## config.mk

```make
export PLATFORM = sky130hd
export DESIGN_NAME = pll_retune_seq
export DESIGN_NICKNAME = d
export VERILOG_FILES = /design/src/rtl/pll_retune_pkg.sv /design/src/rtl/pll_band_sel.sv /design/src/rtl/pll_cfg_rom.sv /design/src/rtl/pll_drp_port_mux.sv /design/src/rtl/pll_retune_seq.sv
export SDC_FILE = /design/constraint.sdc
export NUM_CORES = 1
export LEC_CHECK = 0
export BUFFER_PORTS_ARGS = -buffer_cell sky130_fd_sc_hd__buf_2
export CAP_MARGIN = 30
export CORE_ASPECT_RATIO = 1.25
export CORE_MARGIN = 2
export CORE_UTILIZATION = 52
export DETAILED_ROUTE_END_ITERATION = 10
export PLACE_DENSITY = 0.82
export SYNTH_ARGS = -nofsm -noshare
export SYNTH_HDL_FRONTEND = slang
export SYNTH_SLANG_ARGS = --single-unit
```

## constraint.sdc

```tcl
create_clock -name clk -period 3.4 [get_ports clk]
set_input_delay 0.34 -clock clk [delete_from_list [all_inputs] [get_ports clk]]
set_output_delay 0.34 -clock clk [all_outputs]
set_load 0.05 [all_outputs]
```

## src/rtl/pll_retune_pkg.sv

```systemverilog
package pll_retune_pkg;

  typedef enum logic [1:0] {
    ST_IDLE,
    ST_FETCH,
    ST_ISSUE,
    ST_WAIT
  } seq_state_t;

  typedef enum logic [1:0] {
    BAND_LOW,
    BAND_20X,
    BAND_10X,
    BAND_HIGH
  } band_t;

  localparam logic [1:0] ERR_NONE    = 2'b00;
  localparam logic [1:0] ERR_LOW     = 2'b01;
  localparam logic [1:0] ERR_HIGH    = 2'b10;
  localparam logic [1:0] ERR_TIMEOUT = 2'b11;

  localparam int DEF_WORDS = 32;
  localparam int DEF_DW    = 16;

  // placeholder table image; real contents are given per instance
  function automatic logic [DEF_WORDS*DEF_DW-1:0] fill_table(input logic [7:0] seed);
    logic [DEF_WORDS*DEF_DW-1:0] r;
    r = '0;
    for (int k = 0; k < DEF_WORDS; k++) begin
      r[k*DEF_DW +: DEF_DW] = {seed + 8'(k), 8'(k * 13)};
    end
    return r;
  endfunction

endpackage

```

## src/rtl/pll_band_sel.sv

```systemverilog
module pll_band_sel
  import pll_retune_pkg::*;
#(
  parameter int FREQ_W      = 14,
  parameter int LOW_LIMIT   = 2000,
  parameter int SPLIT_LIMIT = 4500,
  parameter int HIGH_LIMIT  = 10000
) (
  input  logic [FREQ_W-1:0] freq,
  output band_t             band
);

  localparam int CMP_W = FREQ_W + 1;

  logic [CMP_W-1:0] f_ext;

  always_comb begin
    f_ext = {1'b0, freq};
    if (f_ext < CMP_W'(LOW_LIMIT))
      band = BAND_LOW;
    else if (f_ext < CMP_W'(SPLIT_LIMIT))
      band = BAND_20X;
    else if (f_ext < CMP_W'(HIGH_LIMIT))
      band = BAND_10X;
    else
      band = BAND_HIGH;
  end

endmodule

```

## src/rtl/pll_cfg_rom.sv

```systemverilog
module pll_cfg_rom #(
  parameter int ADDR_W = 5,
  parameter int DATA_W = 16,
  parameter logic [(1<<ADDR_W)*DATA_W-1:0] TABLE_A = '0,
  parameter logic [(1<<ADDR_W)*DATA_W-1:0] TABLE_B = '0
) (
  input  logic              clk,
  input  logic              sel,
  input  logic [ADDR_W-1:0] addr,
  output logic [DATA_W-1:0] q
);

  localparam int WORDS = 1 << ADDR_W;
  localparam int DEPTH = 2 * WORDS;
  localparam logic [DEPTH*DATA_W-1:0] IMAGE = {TABLE_B, TABLE_A};

  logic [DATA_W-1:0] rom [DEPTH];

  initial begin
    for (int i = 0; i < DEPTH; i++) begin
      rom[i] = IMAGE[i*DATA_W +: DATA_W];
    end
  end

  always_ff @(posedge clk) begin
    q <= rom[{sel, addr}];
  end

endmodule

```

## src/rtl/pll_drp_port_mux.sv

```systemverilog
module pll_drp_port_mux #(
  parameter int N_PLL  = 3,
  parameter int ADDR_W = 5,
  parameter int DATA_W = 16,
  parameter int PSEL_W = 2
) (
  input  logic                          clk,
  input  logic                          rst,
  input  logic                          fire_wr,
  input  logic                          fire_rd,
  input  logic [PSEL_W-1:0]             pll_sel,
  input  logic [ADDR_W-1:0]             addr,
  input  logic [DATA_W-1:0]             wdata,
  input  logic [N_PLL-1:0]              drp_rdy,
  input  logic [N_PLL-1:0][DATA_W-1:0]  drp_do,
  output logic [N_PLL-1:0]              drp_we,
  output logic [N_PLL-1:0]              drp_re,
  output logic [N_PLL-1:0][ADDR_W-1:0]  drp_addr,
  output logic [N_PLL-1:0][DATA_W-1:0]  drp_di,
  output logic                          rdy_sel,
  output logic [DATA_W-1:0]             do_sel
);

  logic [N_PLL-1:0] hit;

  for (genvar g = 0; g < N_PLL; g++) begin : g_hit
    assign hit[g] = (pll_sel == PSEL_W'(g));
  end

  always_ff @(posedge clk) begin
    if (rst) begin
      drp_we   <= '0;
      drp_re   <= '0;
      drp_addr <= '0;
      drp_di   <= '0;
    end else begin
      for (int i = 0; i < N_PLL; i++) begin
        drp_we[i] <= fire_wr && hit[i];
        drp_re[i] <= fire_rd && hit[i];
        if ((fire_wr || fire_rd) && hit[i])
          drp_addr[i] <= addr;
        if (fire_wr && hit[i])
          drp_di[i] <= wdata;
      end
    end
  end

  always_comb begin
    rdy_sel = 1'b0;
    do_sel  = '0;
    for (int i = 0; i < N_PLL; i++) begin
      if (hit[i]) begin
        rdy_sel = drp_rdy[i];
        do_sel  = drp_do[i];
      end
    end
  end

endmodule

```

## src/rtl/pll_retune_seq.sv

```systemverilog
module pll_retune_seq
  import pll_retune_pkg::*;
#(
  parameter int N_PLL       = 3,
  parameter int ADDR_W      = 5,
  parameter int DATA_W      = 16,
  parameter int FREQ_W      = 14,
  parameter int WR_FIRST    = 6,
  parameter int WR_LAST     = 26,
  parameter int TIMEOUT     = 64,
  parameter int LOW_LIMIT   = 2000,
  parameter int SPLIT_LIMIT = 4500,
  parameter int HIGH_LIMIT  = 10000,
  parameter logic [(1<<ADDR_W)*DATA_W-1:0] TABLE_20X = fill_table(8'h2A),
  parameter logic [(1<<ADDR_W)*DATA_W-1:0] TABLE_10X = fill_table(8'h5C),
  localparam int PSEL_W = (N_PLL > 1) ? $clog2(N_PLL) : 1
) (
  input  logic                          clk,
  input  logic                          rst,
  input  logic                          start,
  input  logic                          dump_mode,
  input  logic [FREQ_W-1:0]             freq,
  output logic                          busy,
  output logic                          done,
  output logic                          err,
  output logic [1:0]                    err_code,
  output logic                          dump_valid,
  output logic [PSEL_W-1:0]             dump_pll,
  output logic [ADDR_W-1:0]             dump_addr,
  output logic [DATA_W-1:0]             dump_data,
  output logic [N_PLL-1:0][ADDR_W-1:0]  drp_addr,
  output logic [N_PLL-1:0][DATA_W-1:0]  drp_di,
  output logic [N_PLL-1:0]              drp_we,
  output logic [N_PLL-1:0]              drp_re,
  input  logic [N_PLL-1:0][DATA_W-1:0]  drp_do,
  input  logic [N_PLL-1:0]              drp_rdy
);

  localparam int WORDS = 1 << ADDR_W;
  localparam int TMR_W = $clog2(TIMEOUT + 1);

  seq_state_t        state;
  band_t             band;
  logic              tsel;
  logic              is_dump;
  logic [PSEL_W-1:0] pll_idx;
  logic [ADDR_W-1:0] word_addr;
  logic [TMR_W-1:0]  timer;
  logic [ADDR_W-1:0] first_addr;
  logic [ADDR_W-1:0] last_addr;
  logic [DATA_W-1:0] rom_q;
  logic              fire_wr;
  logic              fire_rd;
  logic              rdy_sel;
  logic [DATA_W-1:0] do_sel;

  pll_band_sel #(
    .FREQ_W      (FREQ_W),
    .LOW_LIMIT   (LOW_LIMIT),
    .SPLIT_LIMIT (SPLIT_LIMIT),
    .HIGH_LIMIT  (HIGH_LIMIT)
  ) u_band (
    .freq (freq),
    .band (band)
  );

  pll_cfg_rom #(
    .ADDR_W  (ADDR_W),
    .DATA_W  (DATA_W),
    .TABLE_A (TABLE_20X),
    .TABLE_B (TABLE_10X)
  ) u_rom (
    .clk  (clk),
    .sel  (tsel),
    .addr (word_addr),
    .q    (rom_q)
  );

  pll_drp_port_mux #(
    .N_PLL  (N_PLL),
    .ADDR_W (ADDR_W),
    .DATA_W (DATA_W),
    .PSEL_W (PSEL_W)
  ) u_mux (
    .clk      (clk),
    .rst      (rst),
    .fire_wr  (fire_wr),
    .fire_rd  (fire_rd),
    .pll_sel  (pll_idx),
    .addr     (word_addr),
    .wdata    (rom_q),
    .drp_rdy  (drp_rdy),
    .drp_do   (drp_do),
    .drp_we   (drp_we),
    .drp_re   (drp_re),
    .drp_addr (drp_addr),
    .drp_di   (drp_di),
    .rdy_sel  (rdy_sel),
    .do_sel   (do_sel)
  );

  always_comb begin
    first_addr = is_dump ? '0 : ADDR_W'(WR_FIRST);
    last_addr  = is_dump ? ADDR_W'(WORDS - 1) : ADDR_W'(WR_LAST);
    fire_wr    = (state == ST_ISSUE) && !is_dump;
    fire_rd    = (state == ST_ISSUE) && is_dump;
  end

  always_ff @(posedge clk) begin
    if (rst) begin
      state      <= ST_IDLE;
      busy       <= 1'b0;
      done       <= 1'b0;
      err        <= 1'b0;
      err_code   <= ERR_NONE;
      tsel       <= 1'b0;
      is_dump    <= 1'b0;
      pll_idx    <= '0;
      word_addr  <= '0;
      timer      <= '0;
      dump_valid <= 1'b0;
      dump_pll   <= '0;
      dump_addr  <= '0;
      dump_data  <= '0;
    end else begin
      done       <= 1'b0;
      err        <= 1'b0;
      dump_valid <= 1'b0;
      case (state)
        ST_IDLE: begin
          if (start) begin
            if (dump_mode) begin
              is_dump   <= 1'b1;
              pll_idx   <= '0;
              word_addr <= '0;
              busy      <= 1'b1;
              state     <= ST_FETCH;
            end else if (band == BAND_LOW) begin
              err      <= 1'b1;
              err_code <= ERR_LOW;
            end else if (band == BAND_HIGH) begin
              err      <= 1'b1;
              err_code <= ERR_HIGH;
            end else begin
              is_dump   <= 1'b0;
              tsel      <= (band == BAND_10X);
              pll_idx   <= '0;
              word_addr <= ADDR_W'(WR_FIRST);
              busy      <= 1'b1;
              state     <= ST_FETCH;
            end
          end
        end
        ST_FETCH: begin
          state <= ST_ISSUE;
        end
        ST_ISSUE: begin
          timer <= '0;
          state <= ST_WAIT;
        end
        ST_WAIT: begin
          if (rdy_sel) begin
            if (is_dump) begin
              dump_valid <= 1'b1;
              dump_pll   <= pll_idx;
              dump_addr  <= word_addr;
              dump_data  <= do_sel;
            end
            if (word_addr == last_addr) begin
              if (pll_idx == PSEL_W'(N_PLL - 1)) begin
                done  <= 1'b1;
                busy  <= 1'b0;
                state <= ST_IDLE;
              end else begin
                pll_idx   <= pll_idx + 1'b1;
                word_addr <= first_addr;
                state     <= ST_FETCH;
              end
            end else begin
              word_addr <= word_addr + 1'b1;
              state     <= ST_FETCH;
            end
          end else if (timer == TMR_W'(TIMEOUT - 1)) begin
            err      <= 1'b1;
            err_code <= ERR_TIMEOUT;
            busy     <= 1'b0;
            state    <= ST_IDLE;
          end else begin
            timer <= timer + 1'b1;
          end
        end
        default: state <= ST_IDLE;
      endcase
    end
  end

endmodule

```

# Word-level counts from Yosys, hierarchy flattened
# Memories as Yosys holds them, arrays and structs flattened. A register that Yosys moved wholly into a read port is not among the register bits.
# Index checks and enable logic that the tools add are counted.
[op_classes] n_mul=0 n_eq_ne=26 div=0 reduce_logical=29 addsub=3 magnitude_cmp=3 muxes=67 n_shift=0 bitwise=6
[ops] operator="two-way mux 16 bit" n=3
[ops] operator="two-way mux 2 bit" n=22
[ops] operator="two-way mux 5 bit" n=7
[ops] operator="two-way mux 1 bit" n=24
[ops] operator="inequality test 2 bit, second input constant" n=10
[ops] operator="inequality test 3 bit, second input constant" n=6
[ops] operator="less-than comparator 14 x 11 -> 1 bit, second input constant" n=1
[ops] operator="less-than comparator 14 x 13 -> 1 bit, second input constant" n=1
[ops] operator="less-than comparator 14 bit, second input constant" n=1
[ops] operator="two-way mux 7 bit" n=2
[ops] operator="one-hot mux 7 bit (2 select lines)" n=1
[ops] operator="AND reduction 7 bit" n=2
[ops] operator="AND reduction 6 bit" n=2
[ops] operator="logical AND 1 bit" n=11
[ops] operator="equality test 2 bit, second input constant" n=5
[ops] operator="one-hot mux 5 bit (2 select lines)" n=1
[ops] operator="one-hot mux 2 bit (2 select lines)" n=2
[ops] operator="one-hot mux 2 bit (4 select lines)" n=1
[ops] operator="AND reduction 4 bit" n=2
[ops] operator="adder 7 x 1 -> 7 bit, second input constant" n=1
[ops] operator="equality test 7 x 6 -> 1 bit, second input constant" n=1
[ops] operator="zero test 2 bit" n=3
[ops] operator="two-way mux 3 bit" n=2
[ops] operator="inverter 1 bit" n=6
[ops] operator="13 further kinds" n=17
[totals] mem_count=1 mem_bits_rw=0 elab_cells=158 input_bits=69 mem_bits_ro=960 reg_bits=132 latch_bits=0
[mem_list] memory="u_rom.rom" words=64 width=15 rd=1 rd_ports_with_merged_regs=1 write_ports=0 line_no="pll_cfg_rom.sv:17" source="logic [DATA_W-1:0] rom [DEPTH];"

# Longest topological paths before layout
[logic_depth] word_depth=10 ltp_mapped=11

# Hierarchy
# A second synthesis with hierarchy kept.
[unflattened] cells_unflattened=695 area_unflattened_um2=5979.5
[by_module_without_submodules] mod="pll_drp_port_mux" seq_area_each_um2=1381.3 instances=1 area_each_um2=2869.0 cells_per_inst=326
[by_module_without_submodules] mod="pll_retune_seq" seq_area_each_um2=940.9 instances=1 area_each_um2=2188.3 cells_per_inst=267
[by_module_without_submodules] mod="pll_cfg_rom" seq_area_each_um2=280.3 instances=1 area_each_um2=819.5 cells_per_inst=88
[by_module_without_submodules] mod="pll_band_sel" seq_area_each_um2=0.0 instances=1 area_each_um2=102.6 cells_per_inst=14

# Least setup slack after synthesis
# Ideal clock, no wire load.
[synth_timing] kind="input -> register" start="input port freq[3]" end="register word_addr[0]" path_stages=11 required_time_ps=3286 path_buffers=0 arrival_ps=2619 setup_slack_ps=667 setup_time_ps=114 path_cell_list="o21ai_0 -> a21oi_1 -> or4_1 -> a21oi_1 -> a22oi_1 -> ha_1 -> o21bai_1 -> a21oi_1 -> o41ai_2 -> nor2_1 -> a21o_1"
[synth_between] elab_chain_cells=7 elab_cells_between_ends=11 cone_classes="order compare: 3; eq/ne: 3; mux: 3; reduce/logical: 2"
[synth_lines] item="start: declaration" line_no="pll_retune_seq.sv:22" source="input logic [FREQ_W-1:0] freq,"
[synth_lines] item="less-than comparator 14 bit" line_no="pll_band_sel.sv:23" source="else if (f_ext < CMP_W'(HIGH_LIMIT))"
[synth_lines] item="two-way mux 1 bit" line_no="pll_band_sel.sv:23"
[synth_lines] item="two-way mux 2 bit" line_no="pll_band_sel.sv:21" source="else if (f_ext < CMP_W'(SPLIT_LIMIT))"
[synth_lines] item="two-way mux 2 bit (*)" line_no="pll_band_sel.sv:19" source="if (f_ext < CMP_W'(LOW_LIMIT))"
[synth_lines] item="equality test 2 bit / zero test 2 bit (equally long branches)" line_no="pll_retune_seq.sv:141, pll_retune_seq.sv:138"
[synth_lines] item="inequality test 3 bit (no line)"
[synth_lines] item="AND reduction 6 bit (no line) (*)"
[synth_lines] item="end signal: assignment" line_no="pll_retune_seq.sv:148" source="word_addr <= ADDR_W'(WR_FIRST);"
[synth_lines] item="end signal: assignment" line_no="pll_retune_seq.sv:176" source="word_addr <= first_addr;"
[synth_lines] item="end signal: assignment" line_no="pll_retune_seq.sv:180" source="word_addr <= word_addr + 1'b1;"
[synth_lines] item="end: declaration" line_no="pll_retune_seq.sv:47" source="logic [ADDR_W-1:0] word_addr;"
# Every way passes the cells marked *; elsewhere a longest branch is shown, timed or not.
# A chain may end at the register's enable or synchronous reset.

# Final worst setup path
# Same ends and word-level chain as after synthesis.

==> results by group <==
Run status
  • Status: completed

Power and ir drop
  • Sw Pwr: 0.001336 W
  • Sw Share: 30.68%
  • Peak VDD IR: 0.0003873 V
  • Flop pwr share: 38.1%
  • Power share of the combinational group: 20.6%
  • Cell internal pwr: 0.003018 W
  • Pwr per Cell Area: 624.2 nW/um^2
  • Clk network pwr share: 41.3%
  • Total power: 0.004354 W
  • Leak: 2.971 nW

Setup path
  • FF-to-FF setup slack: 0.96 ns
  • Reg2Reg Depth: 7
  • Startpoint types: primary input
  • Worst R2R End: timer[5]
  • Crit path required time: 3.70 ns
  • Setup CP Type: in2reg
  • Worst Path Arrival: 2.97 ns
  • Crit path max fanout: 4
  • Critical path endpoint category: register
  • RR Startpoint: pll_idx[0]

STA
  • Final hold slack: 0.2174 ns
  • Final hold vios: 0
  • Slew @ Worst Pin: 0.8817 ns
  • Slew Viols, Final: 0
  • Fmax: 0.3750 GHz
  • Setup total negative slack: 0 ns
  • Post-route clock period utilization: 78.43%
  • RSZ-0062 raised after global routing: no
  • Worst rel slew slack: 41.19%
  • Clock skew: 0.007218 ns
  • Final worst setup slack: 0.7333 ns
  • Final Setup Violations: 0
  • Final min period: 2.667 ns

Floorplanning
  • Rows: 42
  • Core Region: 10510 um^2
  • I/O pins: 167
  • Initial Utilization: 52.90%
  • Die X-Extent: 96.49 um
  • Die Y: 119.6 um
  • DIE AREA: 11540 um^2

Flow run
  • MaxCap Viol Count: 0

CTS
  • Clock Latency Late Sink: 0.41 ns
  • CTS tree: yes
  • CTS resizes: 0
  • Clock Sink Count: 124
  • Clock Tree Buf Depth: 2
  • Post-CTS setup buffer count: 0
  • Clk Tree Root Cell: clkbuf_16
  • Total CTS buffers: 17
  • CTS H-tree depth: 4
  • Post-cts hold buffer count: 0
  • Clock slew seen by the registers of the worst setup and hold paths: 0.05 ns

Global routing
  • Largest net degree at the start of global routing: 70
  • GR peak layer: met2
  • Global Route Usage Sum: 24.46%
  • Global-route wire length before repair: 22400 um
  • Initial antenna violation count: 0
  • Vias in the first global route: 5010
  • Total congestion overflow: 0
  • M2 GR Usage: 42.71%
  • Routing usage on met1: 27.62%
  • GR Layer Usage met3: 5.524%

Synth
  • Sequential share of the synthesized area: 44.64%
  • Synth Flop Type: dfxtp_1
  • Post-Synthesis Cells: 702
  • Synth cell types: 52
  • Syn. warnings: 0
  • EDFF count, synth: 0
  • Synth Register Bits: 124
  • Avg Cell Area, Syn: 7.921 um^2
  • Ys async rst share: 0%
  • Mapped Area: 5560 um^2

Final layout
  • Share of layout cells above drive strength 1: 24.33%
  • Area Overhead vs Synth: 25.45%
  • # nets final: 935
  • Antenna diodes: 0
  • Fill cell count: 916

Hold path
  • Hold path depth: 2
  • Hold Path Sink: done
  • Hold Crit Start: drp_rdy[2]
  • Hold crit path type: in2reg

Detailed routing
  • Final WL: 13950 um
  • Pre-antenna DRT Iters: 6
  • DRC: 0
  • Vias per cell: 5.418
  • Final ANT Viol Nets: 0
  • Starting DRT DRC Count: 257
  • Via count: 5348
  • WL/cell: 14.13 um

Place
  • Port buffer count: 161
  • Place WS: 0.3482 ns
  • GP Congestion: 0.8269
  • Dpl hpwl: 9611 um
critical path: stages:
cell and delay [ns]:
buf_2 0.09, o21ai_0 0.16, a21oi_1 0.08, or4_1 0.41, a21oi_1 0.30, a22oi_1 0.15
ha_1 0.27, o21bai_1 0.20, a21oi_1 0.15, o41ai_2 0.48, nor2_1 0.13, a21o_1 0.21
power groups by stage:
stage / Clock (W) / Sequential, W / Combinational [W]
floorplan: 0 / 0.00178 / 0.000550
global placement: 0 / 0.00168 / 0.000864
detailed placement: 0 / 0.00168 / 0.000881
CTS: 0.00182 / 0.00165 / 0.000893
global route: 0.00190 / 0.00167 / 0.000986
finish: 0.00180 / 0.00166 / 0.000897
through the flow:
stage | instance area [um^2] | utilization [%] | std cells
6_report | 6975 | 66.37 | 987
3_3_place_gp | 6374 | 60.64 | 954
3_5_place_dp | 6374 | 60.64 | 954
2_1_floorplan | 5568 | - | 704
5_1_grt | 6975 | 66.37 | 987
4_1_cts | 6968 | 66.30 | 986
worst max path at each step:
stage / startpoint / end / slack [ns]
final: freq[3] / word_addr[0] / 0.73
after global routing: freq[3] / word_addr[2] / 0.45
after global placement: freq[3] / word_addr[0] / 0.39
after CTS: freq[3] / word_addr[0] / 0.76
after detailed placement: freq[3] / word_addr[0] / 0.35
after floorplan: freq[3] / word_addr[0] / 0.67
metal layers:
layer	share of wire [%]	wire length, um
met3	4.6	636
met4	2.2	307
met5	0	0
met1	42	5793
met2	52	7212
cells in the final DEF, fill, tap and decap left out, types with 14 or more instances in the layout:
cell,synthesis,routed
a21oi_1,104,104
dfxtp_1,124,124
a22oi_1,17,17
buf_2,8,160
inv_1,14,14
nor2_1,29,29
clkbuf_16,0,17
nand2_1,187,187
ha_1,24,24
o21ai_0,25,25
nand3_1,24,24
cells by family (layout without fill, tap and decap cells):
| group | Yosys count | in the layout | share of synthesized area (%) |
|---|---|---|---|
| compound gates | 189 | 189 | 19.85 |
| xor+xnor | 7 | 7 | 1.103 |
| fa+ha+maj | 24 | 24 | 5.401 |
| buf+inv | 68 | 219 | 5.446 |
| flops | 124 | 124 | 44.64 |
| mux | 6 | 6 | 1.328 |
| other cells | 1 | 3 | 0.06744 |
| simple gates | 283 | 283 | 22.16 |
cell type report:
type | count | area (um^2) | share of cell area [%]
clock buffer | 21 | 450.4 | 6.457
clock inverter | 11 | 143.9 | 2.063
inverter | 14 | 52.55 | 0.7534
multi-input combinational | 512 | 2783 | 39.89
sequential | 124 | 2482 | 35.59
tap | 132 | 165.2 | 2.368
timing repair buffer | 173 | 898.4 | 12.88
cell usage after synthesis (8+ instances only):
| cell | instances | area share (%) |
|---|---|---|
| nand2_1 | 187 | 13 |
| dfxtp_1 | 124 | 45 |
| a21oi_1 | 104 | 9.4 |
| clkbuf_1 | 30 | 2.0 |
| nor2_1 | 29 | 2.0 |
| o21ai_0 | 25 | 2.3 |
| ha_1 | 24 | 5.4 |
| nand3_1 | 24 | 2.2 |
| a22oi_1 | 17 | 2.3 |
| inv_1 | 14 | 0.95 |
| buf_1 | 8 | 0.54 |
| buf_2 | 8 | 0.72 |
sequential cells by signal, indices dropped and copies added, names as in the netlist:
signal	count
word_addr	5
dump_addr	5
dump_valid	1
u_mux.drp_re	3
u_mux.drp_we	3
err	1
dump_pll	2
dump_data	16
u_mux.drp_di	42
tsel	1
state	2
busy	1
u_mux.drp_addr	15
err_code	2
done	1
pll_idx	2
u_rom.q	14
is_dump	1
timer	7
(Power assumes the default switching activity.)
